File: src/rtl/dpcal_pkg.sv
package dpcal_pkg;

    typedef enum logic [2:0] {
        ST_IDLE,
        ST_DISCH,
        ST_CHARGE,
        ST_REL_TOP,
        ST_CONV
    } dpcal_st_e;

    localparam logic [1:0] PLATE_MID = 2'b00;
    localparam logic [1:0] PLATE_GND = 2'b01;
    localparam logic [1:0] PLATE_SUP = 2'b10;

endpackage

File: src/rtl/dpcal_plate_drive.sv
module dpcal_plate_drive #(
    parameter int LOW_CAPS = 7,
    parameter int CAL_CAPS = 6,
    parameter int IDX_W    = 3,
    localparam int TOT_CAPS = LOW_CAPS + CAL_CAPS
) (
    input  logic                  charge_en,
    input  logic                  phase,
    input  logic [IDX_W-1:0]      cap_idx,
    output logic [2*TOT_CAPS-1:0] sel
);
    import dpcal_pkg::*;

    int tgt;
    assign tgt = LOW_CAPS + int'(cap_idx);

    for (genvar k = 0; k < TOT_CAPS; k++) begin : g_plate
        always_comb begin
            if (!charge_en) begin
                sel[2*k +: 2] = PLATE_MID;
            end else if (k == tgt) begin
                sel[2*k +: 2] = phase ? PLATE_SUP : PLATE_GND;
            end else if (k < tgt) begin
                sel[2*k +: 2] = phase ? PLATE_GND : PLATE_SUP;
            end else begin
                sel[2*k +: 2] = PLATE_MID;
            end
        end
    end

endmodule

File: src/rtl/dpcal_math.sv
module dpcal_math #(
    parameter int RES_W = 6,
    parameter int ACC_W = 13,
    parameter int OS_W  = 11
) (
    input  logic signed [RES_W-1:0] p1,
    input  logic signed [RES_W-1:0] p2,
    input  logic signed [ACC_W-1:0] acc,
    output logic signed [ACC_W-1:0] net,
    output logic signed [ACC_W-1:0] acc_next,
    output logic signed [OS_W-1:0]  cm_term
);
    logic signed [RES_W:0] raw2;
    logic signed [RES_W:0] cm2;

    // half-LSB units: (p1-p2)/2 in Q.1 equals p1-p2 as an integer
    assign raw2     = RES_W'(p1) - RES_W'(p2) + (RES_W+1)'(0);
    assign cm2      = (RES_W+1)'(p1) + (RES_W+1)'(p2);
    assign net      = ACC_W'(raw2) + acc;
    assign acc_next = acc + net;
    assign cm_term  = OS_W'(cm2);

endmodule

File: src/rtl/dpcal_engine.sv
module dpcal_engine #(
    parameter int LOW_CAPS = 7,
    parameter int CAL_CAPS = 6,
    parameter int RES_W    = 6,
    parameter int SETTLE   = 3,
    localparam int TOT_CAPS = LOW_CAPS + CAL_CAPS,
    localparam int IDX_W    = $clog2(CAL_CAPS + 1),
    localparam int ACC_W    = RES_W + 1 + CAL_CAPS,
    localparam int OS_W     = RES_W + 2 + $clog2(CAL_CAPS),
    localparam int CNT_W    = $clog2(SETTLE + 1)
) (
    input  logic                    clk,
    input  logic                    rst_n,
    input  logic                    start_i,
    output logic                    busy_o,
    output logic                    done_o,
    output logic [2*TOT_CAPS-1:0]   plate_sel_o,
    output logic                    top_hold_o,
    output logic                    bot_hold_o,
    output logic                    conv_start_o,
    input  logic                    conv_done_i,
    input  logic signed [RES_W-1:0] conv_result_i,
    input  logic [IDX_W-1:0]        rd_idx_i,
    output logic signed [ACC_W-1:0] rd_data_o
);
    import dpcal_pkg::*;

    localparam logic signed [OS_W-1:0] N_DIV = OS_W'(CAL_CAPS);

    typedef struct packed {
        dpcal_st_e                      st;
        logic                           phase;
        logic [IDX_W-1:0]               cap;
        logic [CNT_W-1:0]               cnt;
        logic                           conv_go;
        logic                           done;
        logic [RES_W-1:0]               p1;
        logic [ACC_W-1:0]               acc;
        logic [OS_W-1:0]                osum;
        logic [CAL_CAPS-1:0][ACC_W-1:0] mis;
        logic [ACC_W-1:0]               off;
    } ctl_t;

    ctl_t q_q, q_d;

    logic                    charge_en;
    logic signed [ACC_W-1:0] net_w, acc_next_w;
    logic signed [OS_W-1:0]  cm_w, osum_tot, quot;

    dpcal_plate_drive #(
        .LOW_CAPS(LOW_CAPS), .CAL_CAPS(CAL_CAPS), .IDX_W(IDX_W)
    ) u_plate (
        .charge_en(charge_en), .phase(q_q.phase), .cap_idx(q_q.cap), .sel(plate_sel_o)
    );

    dpcal_math #(
        .RES_W(RES_W), .ACC_W(ACC_W), .OS_W(OS_W)
    ) u_math (
        .p1($signed(q_q.p1)), .p2(conv_result_i), .acc($signed(q_q.acc)),
        .net(net_w), .acc_next(acc_next_w), .cm_term(cm_w)
    );

    assign osum_tot = $signed(q_q.osum) + cm_w;
    assign quot     = osum_tot / N_DIV;

    always_comb begin
        q_d         = q_q;
        q_d.conv_go = 1'b0;
        case (q_q.st)
            ST_IDLE: begin
                if (start_i) begin
                    q_d.st    = ST_DISCH;
                    q_d.phase = 1'b0;
                    q_d.cap   = '0;
                    q_d.cnt   = '0;
                    q_d.done  = 1'b0;
                    q_d.acc   = '0;
                    q_d.osum  = '0;
                end
            end
            ST_DISCH, ST_CHARGE: begin
                if (q_q.cnt == CNT_W'(SETTLE - 1)) begin
                    q_d.cnt = '0;
                    q_d.st  = (q_q.st == ST_DISCH) ? ST_CHARGE : ST_REL_TOP;
                end else begin
                    q_d.cnt = q_q.cnt + CNT_W'(1);
                end
            end
            ST_REL_TOP: begin
                q_d.st      = ST_CONV;
                q_d.conv_go = 1'b1;
            end
            ST_CONV: begin
                if (conv_done_i) begin
                    if (!q_q.phase) begin
                        q_d.p1    = conv_result_i;
                        q_d.phase = 1'b1;
                        q_d.st    = ST_DISCH;
                    end else begin
                        q_d.mis[q_q.cap] = net_w;
                        q_d.acc          = acc_next_w;
                        q_d.osum         = osum_tot;
                        q_d.phase        = 1'b0;
                        if (q_q.cap == IDX_W'(CAL_CAPS - 1)) begin
                            q_d.st   = ST_IDLE;
                            q_d.done = 1'b1;
                            q_d.off  = ACC_W'(quot);
                        end else begin
                            q_d.cap = q_q.cap + IDX_W'(1);
                            q_d.st  = ST_DISCH;
                        end
                    end
                end
            end
            default: q_d.st = ST_IDLE;
        endcase
    end

    always_ff @(posedge clk or negedge rst_n) begin
        if (!rst_n) begin
            q_q    <= '0;
            q_q.st <= ST_IDLE;
        end else begin
            q_q <= q_d;
        end
    end

    assign busy_o       = (q_q.st != ST_IDLE);
    assign done_o       = q_q.done;
    assign top_hold_o   = (q_q.st == ST_IDLE) || (q_q.st == ST_DISCH) || (q_q.st == ST_CHARGE);
    assign bot_hold_o   = (q_q.st != ST_CONV);
    assign charge_en    = (q_q.st == ST_CHARGE) || (q_q.st == ST_REL_TOP);
    assign conv_start_o = q_q.conv_go;

    always_comb begin
        if (int'(rd_idx_i) < CAL_CAPS)       rd_data_o = $signed(q_q.mis[rd_idx_i]);
        else if (int'(rd_idx_i) == CAL_CAPS) rd_data_o = $signed(q_q.off);
        else                                 rd_data_o = '0;
    end

    logic [TOT_CAPS-1:0] gnd_v, sup_v;
    for (genvar k = 0; k < TOT_CAPS; k++) begin : g_pol
        assign gnd_v[k] = (plate_sel_o[2*k +: 2] == PLATE_GND);
        assign sup_v[k] = (plate_sel_o[2*k +: 2] == PLATE_SUP);
    end

    AST_BUSY_DONE_EXCL: assert property (@(posedge clk) disable iff (!rst_n)
        !(busy_o && done_o));
    AST_IDLE_QUIET: assert property (@(posedge clk) disable iff (!rst_n)
        !busy_o |-> (plate_sel_o == '0 && top_hold_o && bot_hold_o));
    AST_CONV_PULSE: assert property (@(posedge clk) disable iff (!rst_n)
        conv_start_o |=> !conv_start_o);
    AST_CONV_PLATES_MID: assert property (@(posedge clk) disable iff (!rst_n)
        conv_start_o |-> (plate_sel_o == '0 && !top_hold_o && !bot_hold_o));
    AST_TOP_BEFORE_BOT: assert property (@(posedge clk) disable iff (!rst_n)
        $fell(bot_hold_o) |-> $past(!top_hold_o && bot_hold_o));
    AST_SINGLE_GND_TARGET: assert property (@(posedge clk) disable iff (!rst_n)
        (charge_en && !q_q.phase) |-> ($countones(gnd_v) == 1));
    AST_SINGLE_SUP_TARGET: assert property (@(posedge clk) disable iff (!rst_n)
        (charge_en && q_q.phase) |-> ($countones(sup_v) == 1));
    AST_CAP_ASCEND: assert property (@(posedge clk) disable iff (!rst_n)
        (q_q.cap != $past(q_q.cap)) |-> (q_q.cap == $past(q_q.cap) + IDX_W'(1) || q_q.cap == '0));

endmodule

File: config.mk
export PLATFORM = sky130hd
export DESIGN_NAME = dpcal_engine
export DESIGN_NICKNAME = d
export VERILOG_FILES = /design/src/rtl/dpcal_pkg.sv /design/src/rtl/dpcal_plate_drive.sv /design/src/rtl/dpcal_math.sv /design/src/rtl/dpcal_engine.sv
export SDC_FILE = /design/constraint.sdc
export NUM_CORES = 1
export LEC_CHECK = 0
export ABC_AREA = 1
export BUFFER_PORTS_ARGS = -buffer_cell sky130_fd_sc_hd__buf_2
export CAP_MARGIN = 25
export CORE_MARGIN = 10
export CORE_UTILIZATION = 55
export CTS_CLUSTER_DIAMETER = 40
export DETAILED_ROUTE_END_ITERATION = 7
export PLACE_DENSITY = 0.73
export SLEW_MARGIN = 10
export SYNTH_ARGS = -nofsm -noshare
export SYNTH_HDL_FRONTEND = slang
export SYNTH_SLANG_ARGS = --single-unit
File: constraint.sdc
create_clock -name clk -period 5.6 [get_ports clk]
set_clock_uncertainty 0.05 [all_clocks]
set_input_delay 1.12 -clock clk [delete_from_list [all_inputs] [get_ports clk]]
set_output_delay 1.12 -clock clk [all_outputs]
set_load 0.01 [all_outputs]
==> flow_summary.json <==
{
  "fmax_mhz": 197,
  "globalRouteOverflowTotal": 0,
  "worst_ep_required_time_ns": 5.86,
  "htreeDepth": 4,
  "worst_path_largest_cell_delay_ns": 0.48,
  "drive_gt1_share_pct": 12.8,
  "cts_buf_count": 17,
  "viasPerCell": 5.36,
  "setup_viol_count_final": 0,
  "status": "completed",
  "drc": 0,
  "count_of_flip_flops_with_a_built_in_enable_after_synthesis": 0,
  "post_synthesis_net_count": 1282,
  "groute.layer.met1.usage_pct": 28.9,
  "area_growth_syn_to_layout_pct": 13.1,
  "gr-usage-met3_pct": 4.15,
  "floorplan.rows": 46,
  "slew_violations": 0,
  "final_antenna_net_count": 0,
  "design.core.area_sq_um": 15900,
  "first_global_vias": 7551,
  "post_route_clock_period_utilization_pct": 90.6,
  "cts_max_path_buffers": 2,
  "final-hold-violation-count": 0,
  "synth_top_flop_cell": "sky130_fd_sc_hd__dfrtp_1",
  "wirelength_routed_um": 22200,
  "num_vias": 7990,
  "synth.ff_latch_count": 130,
  "insertion_delay_ns": 0.42,
  "dieWidth_um": 147,
  "busiest_layer": "met2",
  "synth_top_area_share_pct": 36.6,
  "ctsRootBufferMaster": "sky130_fd_sc_hd__clkbuf_16",
  "post-synth-top-area-cell": "sky130_fd_sc_hd__dfrtp_1",
  "worst_pin_slew_ns": 0.964,
  "hold_path_class": "flip-flop to flip-flop",
  "critical_path_launch_point_type": "primary input",
  "synth_cells": 1205,
  "max-slew-margin-rel_pct": 35.5,
  "rrSetupSlack_ns": 0.80,
  "fin_setup_tns_ns": 0,
  "critical-path-top-cell-by-count": "sky130_fd_sc_hd__nand2_1",
  "io_pins": 57,
  "synth.avg_cell_area_sq_um": 7.37,
  "post_synth_most_frequent_cells": "sky130_fd_sc_hd__nand2_1, sky130_fd_sc_hd__inv_1, sky130_fd_sc_hd__o21ai_0",
  "placement.io_buffers": 56,
  "grt.total_usage_pct": 20.8,
  "slowest_stage": "sky130_fd_sc_hd__fa_1",
  "detail_route.iter0.violations": 543,
  "clock-sinks": 130,
  "drt_pass1_iterations": 5,
  "netlist_area_sq_um": 8880,
  "worstSetupPathType": "primary input to flip-flop",
  "crit_arrival_ns": 5.34,
  "tritoncts": "done",
  "pin_count_of_the_biggest_net_entering_global_routing": 97,
  "gr-usage-met2_pct": 32.4,
  "cap_viol_max_count": 0,
  "die_footprint_sq_um": 21600,
  "synthDistinctLibCells": 42,
  "diodes": 0,
  "ys_top_cells_by_area": "sky130_fd_sc_hd__dfrtp_1, sky130_fd_sc_hd__nand2_1, sky130_fd_sc_hd__o21ai_0",
  "detailedPlacementHpwl_um": 15800,
  "yosysWarnings": 0,
  "sequential_share_of_the_synthesized_area_pct": 36.6,
  "layout.nets": 1341,
  "top_count_cell_post_synth": "sky130_fd_sc_hd__nand2_1",
  "share_of_synthesized_registers_carrying_an_async_set_or_reset_pct": 100,
  "antenna_found_initial": 0,
  "clk_pin_slew_worst_paths_ns": 0.06,
  "floorplan.die.height_um": 147,
  "floorplan.initialDensity_pct": 55.9,
  "setup_slack_ns": 0.525,
  "critPathMaxFanout": 4,
  "grt_first_pass_wirelength_um": 37300,
  "gp_routability_congestion": 0.903,
  "wl_per_cell_um": 14.9,
  "cts_hold_repair.buffers": 0,
  "final_period_minus_worst_setup_slack_ns": 5.08,
  "place_worst_setup_slack_ns": 0.0862,
  "end_kind": "flip-flop"
}
-- layer usage --
layer | wire [um] | share of wire, %
met1 | 10400 | 47
met2 | 10200 | 46
met3 | 1260 | 5.7
met4 | 425 | 1.9
met5 | 0 | 0
-- through the flow --
step / instances / instance area, sq um / hold slack, ns / utilization, %
2_1_floorplan: 1205 / 8880 / 0.398 / -
3_3_place_gp: 1459 / 9440 / 0.411 / 59.4
3_5_place_dp: 1459 / 9440 / 0.417 / 59.4
4_1_cts: 1490 / 10000 / 0.432 / 63.0
5_1_grt: 1492 / 10000 / 0.453 / 63.2
6_report: 1492 / 10000 / 0.431 / 63.2
-- final cells by class --
type	count	area, sq um
Multi-Input combinational cell	857	4810
Clock inverter	13	138
Inverter	181	679
Sequential cell	130	3250
Tap cell	216	270
Timing Repair Buffer	77	459
Fill cell	1451	5840
Clock buffer	18	439
-- path summary, 6_finish.rpt --
kind                                  start         to  depth (start not counted)
setup / recovery           conv_result_i[1]     q_q[7]                         35
setup reg to reg                   q_q[120]     q_q[1]                         31
max in group asynchronous             rst_n  async pin                          2
hold reg to reg                   flip-flop  flip-flop                          2
hold / removal                    flip-flop  flip-flop                          2
min in group asynchronous             rst_n  async pin                          1
-- worst max-delay path, delay by kind of cell --
kind / cells / cell delay (ns)
adders and majority gates: 3 / 1.16
and+or+nand+nor: 26 / 2.48
buffers and inverters: 4 / 0.35
AOI/OAI and AO/OA: 2 / 0.23
-- repair_timing --
item,CTS,global route
resized for setup,0,1
setup endpoints to repair,0,1
setup buffers,0,0
-- logic make-up (layout without fill, tap and decap cells) --
logic type / after synthesis / in the layout / synth area share (%)
flip-flops: 130 / 130 / 36.6
adder cells (fa/ha/maj): 64 / 64 / 11.0
XOR/XNOR: 25 / 25 / 2.55
AND/OR/NAND/NOR: 502 / 502 / 23.8
AO/OA/AOI/OAI: 266 / 266 / 16.7
buffers and inverters: 218 / 289 / 9.31
-- cell usage in the layout (no fill, tap or decap), types with 3 or more instances in the layout --
master and count:
sky130_fd_sc_hd__o211ai_1 14, sky130_fd_sc_hd__xnor2_1 4, sky130_fd_sc_hd__nor3_1 7, sky130_fd_sc_hd__xor2_1 20, sky130_fd_sc_hd__fa_1 24, sky130_fd_sc_hd__buf_2 55
sky130_fd_sc_hd__nand3_1 48, sky130_fd_sc_hd__dfrtp_1 130, sky130_fd_sc_hd__o32ai_1 3, sky130_fd_sc_hd__nand4_1 4, sky130_fd_sc_hd__nor2_2 6, sky130_fd_sc_hd__a31oi_1 3
sky130_fd_sc_hd__ha_1 40, sky130_fd_sc_hd__o21ai_0 147, sky130_fd_sc_hd__inv_1 169, sky130_fd_sc_hd__inv_2 10, sky130_fd_sc_hd__o21ai_1 6, sky130_fd_sc_hd__or2_2 8
sky130_fd_sc_hd__nand2_1 272, sky130_fd_sc_hd__clkinvlp_4 3, sky130_fd_sc_hd__nand2_2 14, sky130_fd_sc_hd__nand3_2 7, sky130_fd_sc_hd__o21bai_1 3, sky130_fd_sc_hd__clkinv_2 4
sky130_fd_sc_hd__a21oi_1 43, sky130_fd_sc_hd__nor2_1 127, sky130_fd_sc_hd__clkbuf_16 17, sky130_fd_sc_hd__o21ai_2 3, sky130_fd_sc_hd__buf_4 19, sky130_fd_sc_hd__a211oi_1 7
sky130_fd_sc_hd__o22ai_1 30, sky130_fd_sc_hd__clkinv_4 3
Power is left out: the tool's default activity adds up to more than one toggle a clock period on the data nets, which glitch-free logic cannot reach.
